===== src/rtl/gpio_evt_pkg.sv =====
package gpio_evt_pkg;

    typedef enum logic [1:0] {
        EV_LEVEL = 2'd0,
        EV_EDGE  = 2'd1,
        EV_OFF   = 2'd2,
        EV_BOTH  = 2'd3
    } evt_sel_e;

    // Pad configuration word, MSB first: bit 11 down to bit 0.
    typedef struct packed {
        logic       sci_route;  // 11
        evt_sel_e   evt_sel;    // 10:9
        logic       rx_inv;     // 8
        logic [3:0] mode;       // 7:4
        logic       rx_dis;     // 3
        logic       tx_dis;     // 2
        logic       rx_state;   // 1, read-only
        logic       tx_state;   // 0
    } pad_cfg_t;

    localparam int CFG_W = $bits(pad_cfg_t);

    localparam pad_cfg_t PAD_CFG_RST = '{
        sci_route: 1'b0,
        evt_sel:   EV_OFF,
        rx_inv:    1'b0,
        mode:      4'd0,
        rx_dis:    1'b0,
        tx_dis:    1'b1,
        rx_state:  1'b0,
        tx_state:  1'b0
    };

    typedef enum logic [2:0] {
        GR_ISTAT = 3'd0,
        GR_IEN   = 3'd1,
        GR_WSTAT = 3'd2,
        GR_WEN   = 3'd3,
        GR_OWN   = 3'd4
    } grp_reg_e;

    localparam int GRP_REGS   = 5;
    localparam int GRP_BASE   = 'h40;
    localparam int GRP_STRIDE = 8;

endpackage


===== src/rtl/gpio_evt_pad.sv =====
module gpio_evt_pad
    import gpio_evt_pkg::*;
(
    input  logic              clk,
    input  logic              rst_n,
    input  logic              cfg_we,
    input  logic [CFG_W-1:0]  cfg_wdata,
    input  logic              pad_in,
    output pad_cfg_t          cfg_rd,
    output logic              evt,
    output logic              wake_qual,
    output logic              pad_out,
    output logic              pad_oe,
    output logic              pad_native
);

    logic     sync_q1, sync_q2, prev_q;
    pad_cfg_t cfg_q;
    pad_cfg_t cfg_wr;
    logic     cur_lvl, old_lvl;

    // two-flop synchronizer plus one history flop for edge detection
    always_ff @(posedge clk or negedge rst_n) begin
        if (!rst_n) begin
            sync_q1 <= 1'b0;
            sync_q2 <= 1'b0;
            prev_q  <= 1'b0;
        end else begin
            sync_q1 <= pad_in;
            sync_q2 <= sync_q1;
            prev_q  <= sync_q2;
        end
    end

    always_comb begin
        cfg_wr          = pad_cfg_t'(cfg_wdata);
        cfg_wr.rx_state = 1'b0;
    end

    always_ff @(posedge clk or negedge rst_n) begin
        if (!rst_n)
            cfg_q <= PAD_CFG_RST;
        else if (cfg_we)
            cfg_q <= cfg_wr;
    end

    // both samples are inverted, so toggling the invert bit makes no edge
    assign cur_lvl = sync_q2 ^ cfg_q.rx_inv;
    assign old_lvl = prev_q  ^ cfg_q.rx_inv;

    always_comb begin
        evt = 1'b0;
        unique case (cfg_q.evt_sel)
            EV_LEVEL: evt = cur_lvl;
            EV_EDGE:  evt = cur_lvl & ~old_lvl;
            EV_OFF:   evt = 1'b0;
            EV_BOTH:  evt = cur_lvl ^ old_lvl;
            default:  evt = 1'b0;
        endcase
        if (cfg_q.rx_dis)
            evt = 1'b0;
    end

    always_comb begin
        cfg_rd          = cfg_q;
        cfg_rd.rx_state = sync_q2 & ~cfg_q.rx_dis;
    end

    assign wake_qual  = ~cfg_q.sci_route;
    assign pad_native = (cfg_q.mode != 4'd0);
    assign pad_oe     = ~pad_native & ~cfg_q.tx_dis;
    assign pad_out    = pad_oe & cfg_q.tx_state;

    // a native function never lets the GPIO driver through
    p_native_no_drive_r11: assert property (@(posedge clk) disable iff (!rst_n)
        pad_native |-> (!pad_oe && !pad_out));

    // receive-disable silences the pad
    p_rxdis_quiet_r12: assert property (@(posedge clk) disable iff (!rst_n)
        cfg_q.rx_dis |-> (!evt && !cfg_rd.rx_state));

    // the off selector produces no event
    p_off_no_evt_r5: assert property (@(posedge clk) disable iff (!rst_n)
        (cfg_q.evt_sel == EV_OFF) |-> !evt);

endmodule


===== src/rtl/gpio_evt_grp.sv =====
module gpio_evt_grp
    import gpio_evt_pkg::*;
#(
    parameter int GRP_SIZE  = 8,
    parameter int VALID_CNT = 8
) (
    input  logic                 clk,
    input  logic                 rst_n,
    input  logic [GRP_REGS-1:0]  reg_we,
    input  logic [GRP_SIZE-1:0]  wbits,
    input  logic [GRP_SIZE-1:0]  evt,
    input  logic [GRP_SIZE-1:0]  wake_qual,
    output logic [GRP_SIZE-1:0]  istat,
    output logic [GRP_SIZE-1:0]  ien,
    output logic [GRP_SIZE-1:0]  wstat,
    output logic [GRP_SIZE-1:0]  wen,
    output logic [GRP_SIZE-1:0]  own
);

    logic [GRP_SIZE-1:0] valid;
    logic [GRP_SIZE-1:0] ist_set, ist_clr, wst_set, wst_clr;

    for (genvar b = 0; b < GRP_SIZE; b++) begin : g_valid
        assign valid[b] = (b < VALID_CNT);
    end

    assign ist_set = evt & own & valid;
    assign ist_clr = reg_we[GR_ISTAT] ? wbits : '0;
    assign wst_set = evt & wen & wake_qual & valid;
    assign wst_clr = reg_we[GR_WSTAT] ? wbits : '0;

    always_ff @(posedge clk or negedge rst_n) begin
        if (!rst_n) begin
            istat <= '0;
            wstat <= '0;
            ien   <= '0;
            wen   <= '0;
            own   <= valid;
        end else begin
            istat <= (istat & ~ist_clr) | ist_set;
            wstat <= (wstat & ~wst_clr) | wst_set;
            if (reg_we[GR_IEN]) ien <= wbits & valid;
            if (reg_we[GR_WEN]) wen <= wbits & valid;
            if (reg_we[GR_OWN]) own <= wbits & valid;
        end
    end

    // an event on a bit being cleared keeps the bit set
    p_evt_wins_r6: assert property (@(posedge clk) disable iff (!rst_n)
        (|ist_set) |=> ((istat & $past(ist_set)) == $past(ist_set)));

    // masked bits without a concurrent event are cleared
    p_w1c_clears_r6: assert property (@(posedge clk) disable iff (!rst_n)
        (|(ist_clr & ~ist_set)) |=> ((istat & $past(ist_clr & ~ist_set)) == '0));

    // a non-owned pad never gains a status bit
    p_own_blocks_r9: assert property (@(posedge clk) disable iff (!rst_n)
        ((istat & ~$past(istat) & ~$past(own)) == '0));

    // a newly set wake bit needs its wake enable
    p_wake_needs_en_r10: assert property (@(posedge clk) disable iff (!rst_n)
        ((wstat & ~$past(wstat) & ~$past(wen)) == '0));

    // padding bits of a short group stay clear
    p_pad_bits_clear_r8: assert property (@(posedge clk) disable iff (!rst_n)
        (((istat | wstat | ien | wen | own) & ~valid) == '0));

endmodule


===== src/rtl/gpio_evt_ctrl.sv =====
module gpio_evt_ctrl
    import gpio_evt_pkg::*;
#(
    parameter int NUM_PADS = 12,
    parameter int GRP_SIZE = 8,
    parameter int ADDR_W   = 8,
    parameter int DATA_W   = 32
) (
    input  logic                 clk,
    input  logic                 rst_n,
    input  logic                 reg_we,
    input  logic [ADDR_W-1:0]    reg_addr,
    input  logic [DATA_W-1:0]    reg_wdata,
    output logic [DATA_W-1:0]    reg_rdata,
    input  logic [NUM_PADS-1:0]  pad_in,
    output logic [NUM_PADS-1:0]  pad_out,
    output logic [NUM_PADS-1:0]  pad_oe,
    output logic [NUM_PADS-1:0]  pad_native,
    output logic                 irq_o,
    output logic                 wake_o
);

    localparam int NUM_GRPS = (NUM_PADS + GRP_SIZE - 1) / GRP_SIZE;
    localparam int FLAT_W   = NUM_GRPS * GRP_SIZE;

    pad_cfg_t             cfg_rd [NUM_PADS];
    logic [FLAT_W-1:0]    evt_flat, wq_flat;
    logic [GRP_SIZE-1:0]  istat [NUM_GRPS];
    logic [GRP_SIZE-1:0]  ien   [NUM_GRPS];
    logic [GRP_SIZE-1:0]  wstat [NUM_GRPS];
    logic [GRP_SIZE-1:0]  wen   [NUM_GRPS];
    logic [GRP_SIZE-1:0]  own   [NUM_GRPS];
    logic [NUM_GRPS-1:0]  grp_irq, grp_wake;

    // ---------------- pads ----------------
    for (genvar p = 0; p < FLAT_W; p++) begin : g_pad
        if (p < NUM_PADS) begin : g_real
            logic pad_we;
            assign pad_we = reg_we && (reg_addr == ADDR_W'(p));
            gpio_evt_pad u_pad (
                .clk        (clk),
                .rst_n      (rst_n),
                .cfg_we     (pad_we),
                .cfg_wdata  (reg_wdata[CFG_W-1:0]),
                .pad_in     (pad_in[p]),
                .cfg_rd     (cfg_rd[p]),
                .evt        (evt_flat[p]),
                .wake_qual  (wq_flat[p]),
                .pad_out    (pad_out[p]),
                .pad_oe     (pad_oe[p]),
                .pad_native (pad_native[p])
            );
        end else begin : g_fill
            assign evt_flat[p] = 1'b0;
            assign wq_flat[p]  = 1'b0;
        end
    end

    // ---------------- groups ----------------
    for (genvar g = 0; g < NUM_GRPS; g++) begin : g_grp
        localparam int LEFT = NUM_PADS - g * GRP_SIZE;
        localparam int VCNT = (LEFT > GRP_SIZE) ? GRP_SIZE : LEFT;
        logic [GRP_REGS-1:0] gwe;

        for (genvar k = 0; k < GRP_REGS; k++) begin : g_we
            assign gwe[k] = reg_we &&
                (reg_addr == ADDR_W'(GRP_BASE + g * GRP_STRIDE + k));
        end

        gpio_evt_grp #(
            .GRP_SIZE  (GRP_SIZE),
            .VALID_CNT (VCNT)
        ) u_grp (
            .clk       (clk),
            .rst_n     (rst_n),
            .reg_we    (gwe),
            .wbits     (reg_wdata[GRP_SIZE-1:0]),
            .evt       (evt_flat[g*GRP_SIZE +: GRP_SIZE]),
            .wake_qual (wq_flat[g*GRP_SIZE +: GRP_SIZE]),
            .istat     (istat[g]),
            .ien       (ien[g]),
            .wstat     (wstat[g]),
            .wen       (wen[g]),
            .own       (own[g])
        );

        assign grp_irq[g]  = |(istat[g] & ien[g]);
        assign grp_wake[g] = |wstat[g];
    end

    assign irq_o  = |grp_irq;
    assign wake_o = |grp_wake;

    // ---------------- read mux ----------------
    always_comb begin
        reg_rdata = '0;
        for (int p = 0; p < NUM_PADS; p++) begin
            if (reg_addr == ADDR_W'(p))
                reg_rdata = DATA_W'(cfg_rd[p]);
        end
        for (int g = 0; g < NUM_GRPS; g++) begin
            if (reg_addr == ADDR_W'(GRP_BASE + g * GRP_STRIDE + int'(GR_ISTAT)))
                reg_rdata = DATA_W'(istat[g]);
            if (reg_addr == ADDR_W'(GRP_BASE + g * GRP_STRIDE + int'(GR_IEN)))
                reg_rdata = DATA_W'(ien[g]);
            if (reg_addr == ADDR_W'(GRP_BASE + g * GRP_STRIDE + int'(GR_WSTAT)))
                reg_rdata = DATA_W'(wstat[g]);
            if (reg_addr == ADDR_W'(GRP_BASE + g * GRP_STRIDE + int'(GR_WEN)))
                reg_rdata = DATA_W'(wen[g]);
            if (reg_addr == ADDR_W'(GRP_BASE + g * GRP_STRIDE + int'(GR_OWN)))
                reg_rdata = DATA_W'(own[g]);
        end
    end

    // a rising interrupt comes from a status or enable change
    p_irq_cause_r7: assert property (@(posedge clk) disable iff (!rst_n)
        $rose(irq_o) |-> ($past(reg_we) || $past(|evt_flat)));

    // wake only rises after a pad event
    p_wake_cause_r10: assert property (@(posedge clk) disable iff (!rst_n)
        $rose(wake_o) |-> $past(|evt_flat));

endmodule


===== config.mk =====
export PLATFORM = sky130hd
export DESIGN_NAME = gpio_evt_ctrl
export DESIGN_NICKNAME = d
export VERILOG_FILES = /design/src/rtl/gpio_evt_pkg.sv /design/src/rtl/gpio_evt_pad.sv /design/src/rtl/gpio_evt_grp.sv /design/src/rtl/gpio_evt_ctrl.sv
export SDC_FILE = /design/constraint.sdc
export NUM_CORES = 1
export LEC_CHECK = 0
export BUFFER_PORTS_ARGS = -buffer_cell sky130_fd_sc_hd__buf_2
export CAP_MARGIN = 40
export CELL_PAD_IN_SITES_DETAIL_PLACEMENT = 1
export CELL_PAD_IN_SITES_GLOBAL_PLACEMENT = 1
export CORE_ASPECT_RATIO = 0.9
export CORE_MARGIN = 1.5
export CORE_UTILIZATION = 45
export DETAILED_ROUTE_END_ITERATION = 8
export PLACE_DENSITY = 0.78
export SLEW_MARGIN = 15
export SYNTH_ARGS = -nofsm -noshare
export SYNTH_HDL_FRONTEND = slang
export SYNTH_SLANG_ARGS = --single-unit

===== constraint.sdc =====
create_clock -name clk -period 3.4 [get_ports clk]
set_clock_uncertainty 0.15 [all_clocks]
set_input_delay 0.68 -clock clk [delete_from_list [all_inputs] [get_ports clk]]
set_output_delay 0.68 -clock clk [all_outputs]
set_load 0.005 [all_outputs]

== Word-level counts from Yosys, hierarchy flattened ==
Cells that the tools add are included.
Widths: inputs -> output; s select.
Storage, ports and cells
  flip-flop bits (word level): 236
  input port bits: 55
  output and inout port bits: 70
  word-level logic and storage cells: 450
Operators by class
  equality and inequality tests: 57
  mux-type cells: 50
  bitwise operators: 164
  reductions and logical operators: 49
Operator list (count)
  $mux 32: 21
  $eq 8x7->1 const B: 10
  $and 8x8->8: 8
  $not 1->1: 60
  $and 1x1->1: 48
  $eq 2x2->1 const B: 24
  $pmux 1 s4: 12
  $reduce_bool 4->1: 12
  $xor 1x1->1: 36
  $eq 8x3->1 const B: 4
  $eq 8x4->1 const B: 4
  $mux 8: 4
  $not 8->8: 4
  $reduce_or 16->1: 2
  $eq 2x1->1 const B: 12
  $logic_not 2->1: 12
  $logic_and 1x1->1: 22
  $eq 8x2->1 const B: 2
  $or 8x4->8: 2
  $or 8x8->8: 2
  $and 4x4->4: 3
  $mux 1: 12
  $mux 12: 1
  $and 8x4->8: 1
  other kinds (2): 2

== Depth between registers and ports, before layout ==
  word-level depth: 24
  depth in mapped cells: 10
  gate-level depth less buffers: 6

== Cells and area by module ==
Synthesis repeated with hierarchy kept, for this count alone.
Second synthesis, totals
  cell total of the unflattened synthesis: 1105
  area total of the unflattened synthesis: 12654.6 um^2
Modules (own cells, without submodules)
  gpio_evt_pad: times used 12, cells each 39, area an instance 580.6 um^2, seq. area each 352.8 um^2
  gpio_evt_ctrl: times used 1, cells each 459, area an instance 2960.3 um^2, seq. area each 0.0 um^2
  gpio_evt_grp (g_grp[0].u_grp): times used 1, cells each 101, area an instance 1627.8 um^2, seq. area each 1011.0 um^2
  gpio_evt_grp (g_grp[1].u_grp): times used 1, cells each 77, area an instance 1099.8 um^2, seq. area each 705.7 um^2

== Least setup slack after synthesis ==
No wires, ideal clock.
  path kind: input-to-output
  from: in reg_addr[0]
  to: out reg_rdata[2]
  data arrival time: 2.142 ns
  required time: 2.570 ns
  path slack: 0.428 ns
  stages: 8
  buffers on the path: 3
  cells stage by stage: clkbuf_2 buf_6 buf_2 o21ai_0 nand2_1 nor4_1 o221ai_1 a21oi_1
Between the ends
  word-level cells in the longest chain between the ends: 23
  elaborated cells between the ends (all ways): 44
  those cells by class: eq/ne: 21; mux: 22; reduce/logical: 1
RTL lines
  start, declared: RTL line gpio_evt_ctrl.sv:12  | input logic [ADDR_W-1:0] reg_addr,
  $logic_not 8->1: RTL line gpio_evt_ctrl.sv:98  | if (reg_addr == ADDR_W'(p))
  $mux 12: RTL line gpio_evt_ctrl.sv:98
  $mux 32 (11 in series): RTL line gpio_evt_ctrl.sv:98
  $mux 32: RTL line gpio_evt_ctrl.sv:102  | if (reg_addr == ADDR_W'(GRP_BASE + g * GRP_STRIDE + int'(GR_ISTAT)))
  $mux 32: RTL line gpio_evt_ctrl.sv:104  | if (reg_addr == ADDR_W'(GRP_BASE + g * GRP_STRIDE + int'(GR_IEN)))
  $mux 32: RTL line gpio_evt_ctrl.sv:106  | if (reg_addr == ADDR_W'(GRP_BASE + g * GRP_STRIDE + int'(GR_WSTAT)))
  $mux 32: RTL line gpio_evt_ctrl.sv:108  | if (reg_addr == ADDR_W'(GRP_BASE + g * GRP_STRIDE + int'(GR_WEN)))
  $mux 32: RTL line gpio_evt_ctrl.sv:110  | if (reg_addr == ADDR_W'(GRP_BASE + g * GRP_STRIDE + int'(GR_OWN)))
  $mux 32: RTL line gpio_evt_ctrl.sv:102
  $mux 32: RTL line gpio_evt_ctrl.sv:104
  $mux 32: RTL line gpio_evt_ctrl.sv:106
  $mux 32: RTL line gpio_evt_ctrl.sv:108
  $mux 32 *: RTL line gpio_evt_ctrl.sv:110
  end, declared: RTL line gpio_evt_ctrl.sv:14  | output logic [DATA_W-1:0] reg_rdata,
Mark *: on every way between the ends. The rest lies on a longest branch, timed or not.

== Final worst setup path ==
  from: in reg_addr[6]
  to: out reg_rdata[1]
The elaborated chain is that of the path after synthesis.

==> impl_metrics.py <==
metrics = {
    "status": {
        "status": "finished with violations",
        "violations": "negative setup slack",
    },
    "setup_path": {
        "path_buf_inv": 3,
        "worstSetupPathType": "in2out",
        "endpoint_kind": "output pin",
        "crit_start": "reg_addr[6]",
        "reg2reg_from": "g_pad[7].g_real.u_pad.cfg_rd[8]",
        "critPathTopFamily": "simple AND/OR/NAND/NOR gates",
        "cp_cell_sequence": "buf_2 -> or4_4 -> buf_12 -> nor2_8 -> and3b_1 -> o21ai_1 -> a31oi_1 -> buf_2",
        "cp.required_ns": 2.57,
        "critPathMostFrequentCell": "buf_2",
        "arrival_ns": 2.62,
        "slowest_delay_ns": 0.54,
        "start_kind": "input port",
        "ff2ff_setup_slack_ns": 1.27,
        "crit_slowest_cell": "or4_4",
        "critPathMaxFanout": 12,
    },
    "placed_design": {
        "dp_slack_ns": -0.0397,
        "gp_congestion": 0.983,
        "dpl-instance-area_um2": 13900,
        "hpwl_um": 32500,
        "port_buffers": 84,
    },
    "synthesis": {
        "synthDistinctLibCells": 78,
        "synth_area_um2": 12800,
        "synth.avg_cell_area_um2": 11.7,
        "ys_async_sr_fraction_pct": 100,
        "synth_seq_cells": 236,
        "ys_seq_area_share_pct": 46.6,
        "synth-edff-count": 0,
        "synth_cells": 1089,
        "yosys_warnings": 0,
        "synthFlopType": "dfrtp_1",
    },
    "sta": {
        "final.min_clock_period_ns": 3.45,
        "tightest_slew_ns": 0.732,
        "setup_violations": 5,
        "slew_viol_final": 0,
        "timing.fmax_ghz": 0.290,
        "whs_ns": 0.0338,
        "max-slew-margin-rel_pct": 51.2,
        "rsz0062_at_grt": "yes",
        "post-route-period-util_pct": 102,
        "fin_ws_ns": -0.0540,
        "hold_viol": 0,
    },
    "routing": {
        "drt_iter0_drc": 835,
        "wire_per_inst_um": 27.9,
        "postRouteAntennaNets": 0,
        "viasPerCell": 6.16,
        "dr.pass1.iters": 5,
        "routed_wl_um": 44700,
        "vias": 9861,
        "drc": 0,
    },
    "clock_network": {
        "numClockSinks": 236,
        "insertion_delay_ns": 0.54,
        "root_buffer": "clkbuf_16",
        "htree_levels": 1,
        "cts.clk_slew.worst_paths_ns": 0.06,
        "cts_buffer_depth": 3,
        "cts_tree": "done",
        "cts_inserted_buffers": 25,
    },
    "worst_hold_path": {
        "hp-class": "in2async",
    },
    "floorplan": {
        "io-pin-count": 125,
        "core_um2": 27900,
        "rows": 58,
        "fp.dieH_um": 163,
        "fp.dieW_um": 181,
        "die_area_um2": 29400,
        "start_util_pct": 45.7,
    },
    "final_layout": {
        "area_growth_pct": 18.0,
        "antenna_cells": 0,
        "drive_gt1_share_pct": 42.7,
        "fin_nets": 1288,
        "design_area_um2": 15100,
    },
    "power": {
        "p_leak_nw": 6.97,
        "swShare_pct": 28.0,
        "switchingPower_mw": 1.98,
        "power_frac_comb_pct": 14.5,
        "clkPwrFrac_pct": 39.4,
        "internal_power_mw": 5.10,
        "power_frac_seq_pct": 46.2,
        "ir_drop_mv": 0.338,
        "power_density_nw_per_um2": 470,
    },
    "run": {
        "drv_cap": 0,
    },
    "global_route": {
        "grt_pass1_vias": 10269,
        "track_usage_pct": 30.2,
        "antenna_found_initial": 0,
        "grt_pass1_wl_um": 65800,
        "grt_max_degree": 92,
        "overflow": 0,
    },
}
-- metrics by stage --
stage | util, % | power (mW) | TNS [ns] | instances
after floorplan | - | 3.84 | 0 | 1108
after global placement | 49.8 | 4.23 | -0.0210 | 1543
after detailed placement | 49.8 | 4.28 | -0.166 | 1543
after CTS | 52.8 | 7.06 | 0 | 1589
after global routing | 53.9 | 7.30 | -0.359 | 1600
final | 53.9 | 7.08 | -0.153 | 1600
-- cell usage after synthesis (14+ instances only) --
cell type	number	share of area, %
dfstp_2	36	7.4
a21oi_1	16	0.63
inv_1	22	0.65
o21ai_0	34	1.3
and2_1	14	0.69
dfrtp_1	200	39
mux2_2	128	11
buf_4	60	3.5
clkbuf_1	31	0.91
mux2i_1	24	1.9
nand2_1	80	2.4
nor2_1	49	1.4
a22o_1	18	1.2
mux4_2	14	2.5
buf_2	21	0.82
mux2_4	40	4.7
-- kinds of logic after synthesis --
| group | count (synthesis) | synth area share, % |
|---|---|---|
| and+or+nand+nor | 259 | 11.5 |
| DFF | 236 | 46.6 |
| muxes | 206 | 20.4 |
| AOI/OAI and AO/OA | 199 | 11.6 |
| buffers and inverters | 151 | 7.01 |
| xor gates and xnor gates | 25 | 1.72 |
| adders and majority gates | 12 | 1.18 |
| other | 1 | 0.0294 |
-- final timing paths --
check	to	cells after the start
setup / recovery	reg_rdata[1]	8
hold / removal	g_pad[0].g_real.u_pad.cfg_rd[0]	1
setup reg to reg	g_grp[0].u_grp.wstat[7]	6
hold reg to reg	g_pad[2].g_real.u_pad.sync_q2	0
max in group asynchronous	g_pad[9].g_real.u_pad.cfg_rd[2]	2
min in group clk	g_pad[9].g_real.u_pad.sync_q1	1
-- power by group through the flow --
| stage | clock network (mW) | registers (mW) | logic (mW) |
|---|---|---|---|
| after floorplan | 0 | 3.20 | 0.642 |
| after global placement | 0 | 3.29 | 0.941 |
| after detailed placement | 0 | 3.30 | 0.979 |
| after CTS | 2.82 | 3.26 | 0.990 |
| after global routing | 2.92 | 3.29 | 1.09 |
| final | 2.79 | 3.27 | 1.02 |
-- flip-flops by register name (all words and copies together), names as in the netlist --
signal and cells:
g_grp.u_grp.wstat 16, g_pad.g_real.u_pad.cfg_rd 132, g_grp.u_grp.istat 16, g_pad.g_real.u_pad.prev_q 12
g_pad.g_real.u_pad.sync_q2 12, g_pad.g_real.u_pad.sync_q1 12, g_grp.u_grp.own 12, g_grp.u_grp.wen 12
g_grp.u_grp.ien 12
-- area by class of cell --
cell class	instances	area, µm²
Fill cell	2921	12900
Multi-Input combinational cell	721	6170
Sequential cell	236	5950
Timing Repair Buffer	214	1580
Clock buffer	37	711
Tap cell	360	450
Clock inverter	9	108
Inverter	23	86.3
-- metal layers --
layer  track usage [%]  wire length, µm  vias to the layer above
li1                  -                -                     4183
met1              41.5            19500                     5217
met2              48.9            20800                      391
met3              5.64             3070                       70
met4              8.79             1350                        0
met5                 0                0                        -
-- cells in the final DEF (no fill, tap or decap), types with 8 or more instances in the layout --
| master | Yosys | layout |
|---|---|---|
| nand4_1 | 10 | 10 |
| inv_1 | 22 | 22 |
| xnor2_1 | 13 | 13 |
| buf_6 | 10 | 9 |
| and2_1 | 14 | 14 |
| dfrtp_1 | 200 | 200 |
| clkbuf_1 | 31 | 8 |
| mux2_2 | 128 | 128 |
| a21boi_0 | 9 | 9 |
| buf_2 | 21 | 81 |
| nand2_1 | 80 | 78 |
| o21ai_0 | 34 | 28 |
| mux2i_1 | 24 | 24 |
| a32o_1 | 12 | 12 |
| buf_4 | 60 | 112 |
| a22oi_1 | 8 | 8 |
| o21ai_1 | 3 | 8 |
| xor2_1 | 12 | 12 |
| o22a_1 | 12 | 12 |
| nor2_1 | 49 | 49 |
| buf_12 | 0 | 9 |
| mux4_2 | 14 | 14 |
| dfstp_2 | 36 | 36 |
| or4_1 | 13 | 12 |
| clkbuf_16 | 0 | 26 |
| nand3_1 | 11 | 11 |
| a22o_1 | 18 | 17 |
| conb_1 | 1 | 20 |
| o2bb2ai_1 | 9 | 9 |
| ha_1 | 12 | 12 |
| a21oi_1 | 16 | 15 |
| mux2_4 | 40 | 40 |
-- timing repair --
action | in CTS | in global routing
pin swaps | 2 | 16
hold endpoints to repair | 0 | 0
endpoints found under the setup margin | 7 | 10
hold buffers | 0 | 0
buffers inserted | 0 | 10
gates cloned | 0 | 1
gates resized for setup | 9 | 45
Power figures use the tool's default switching activity.
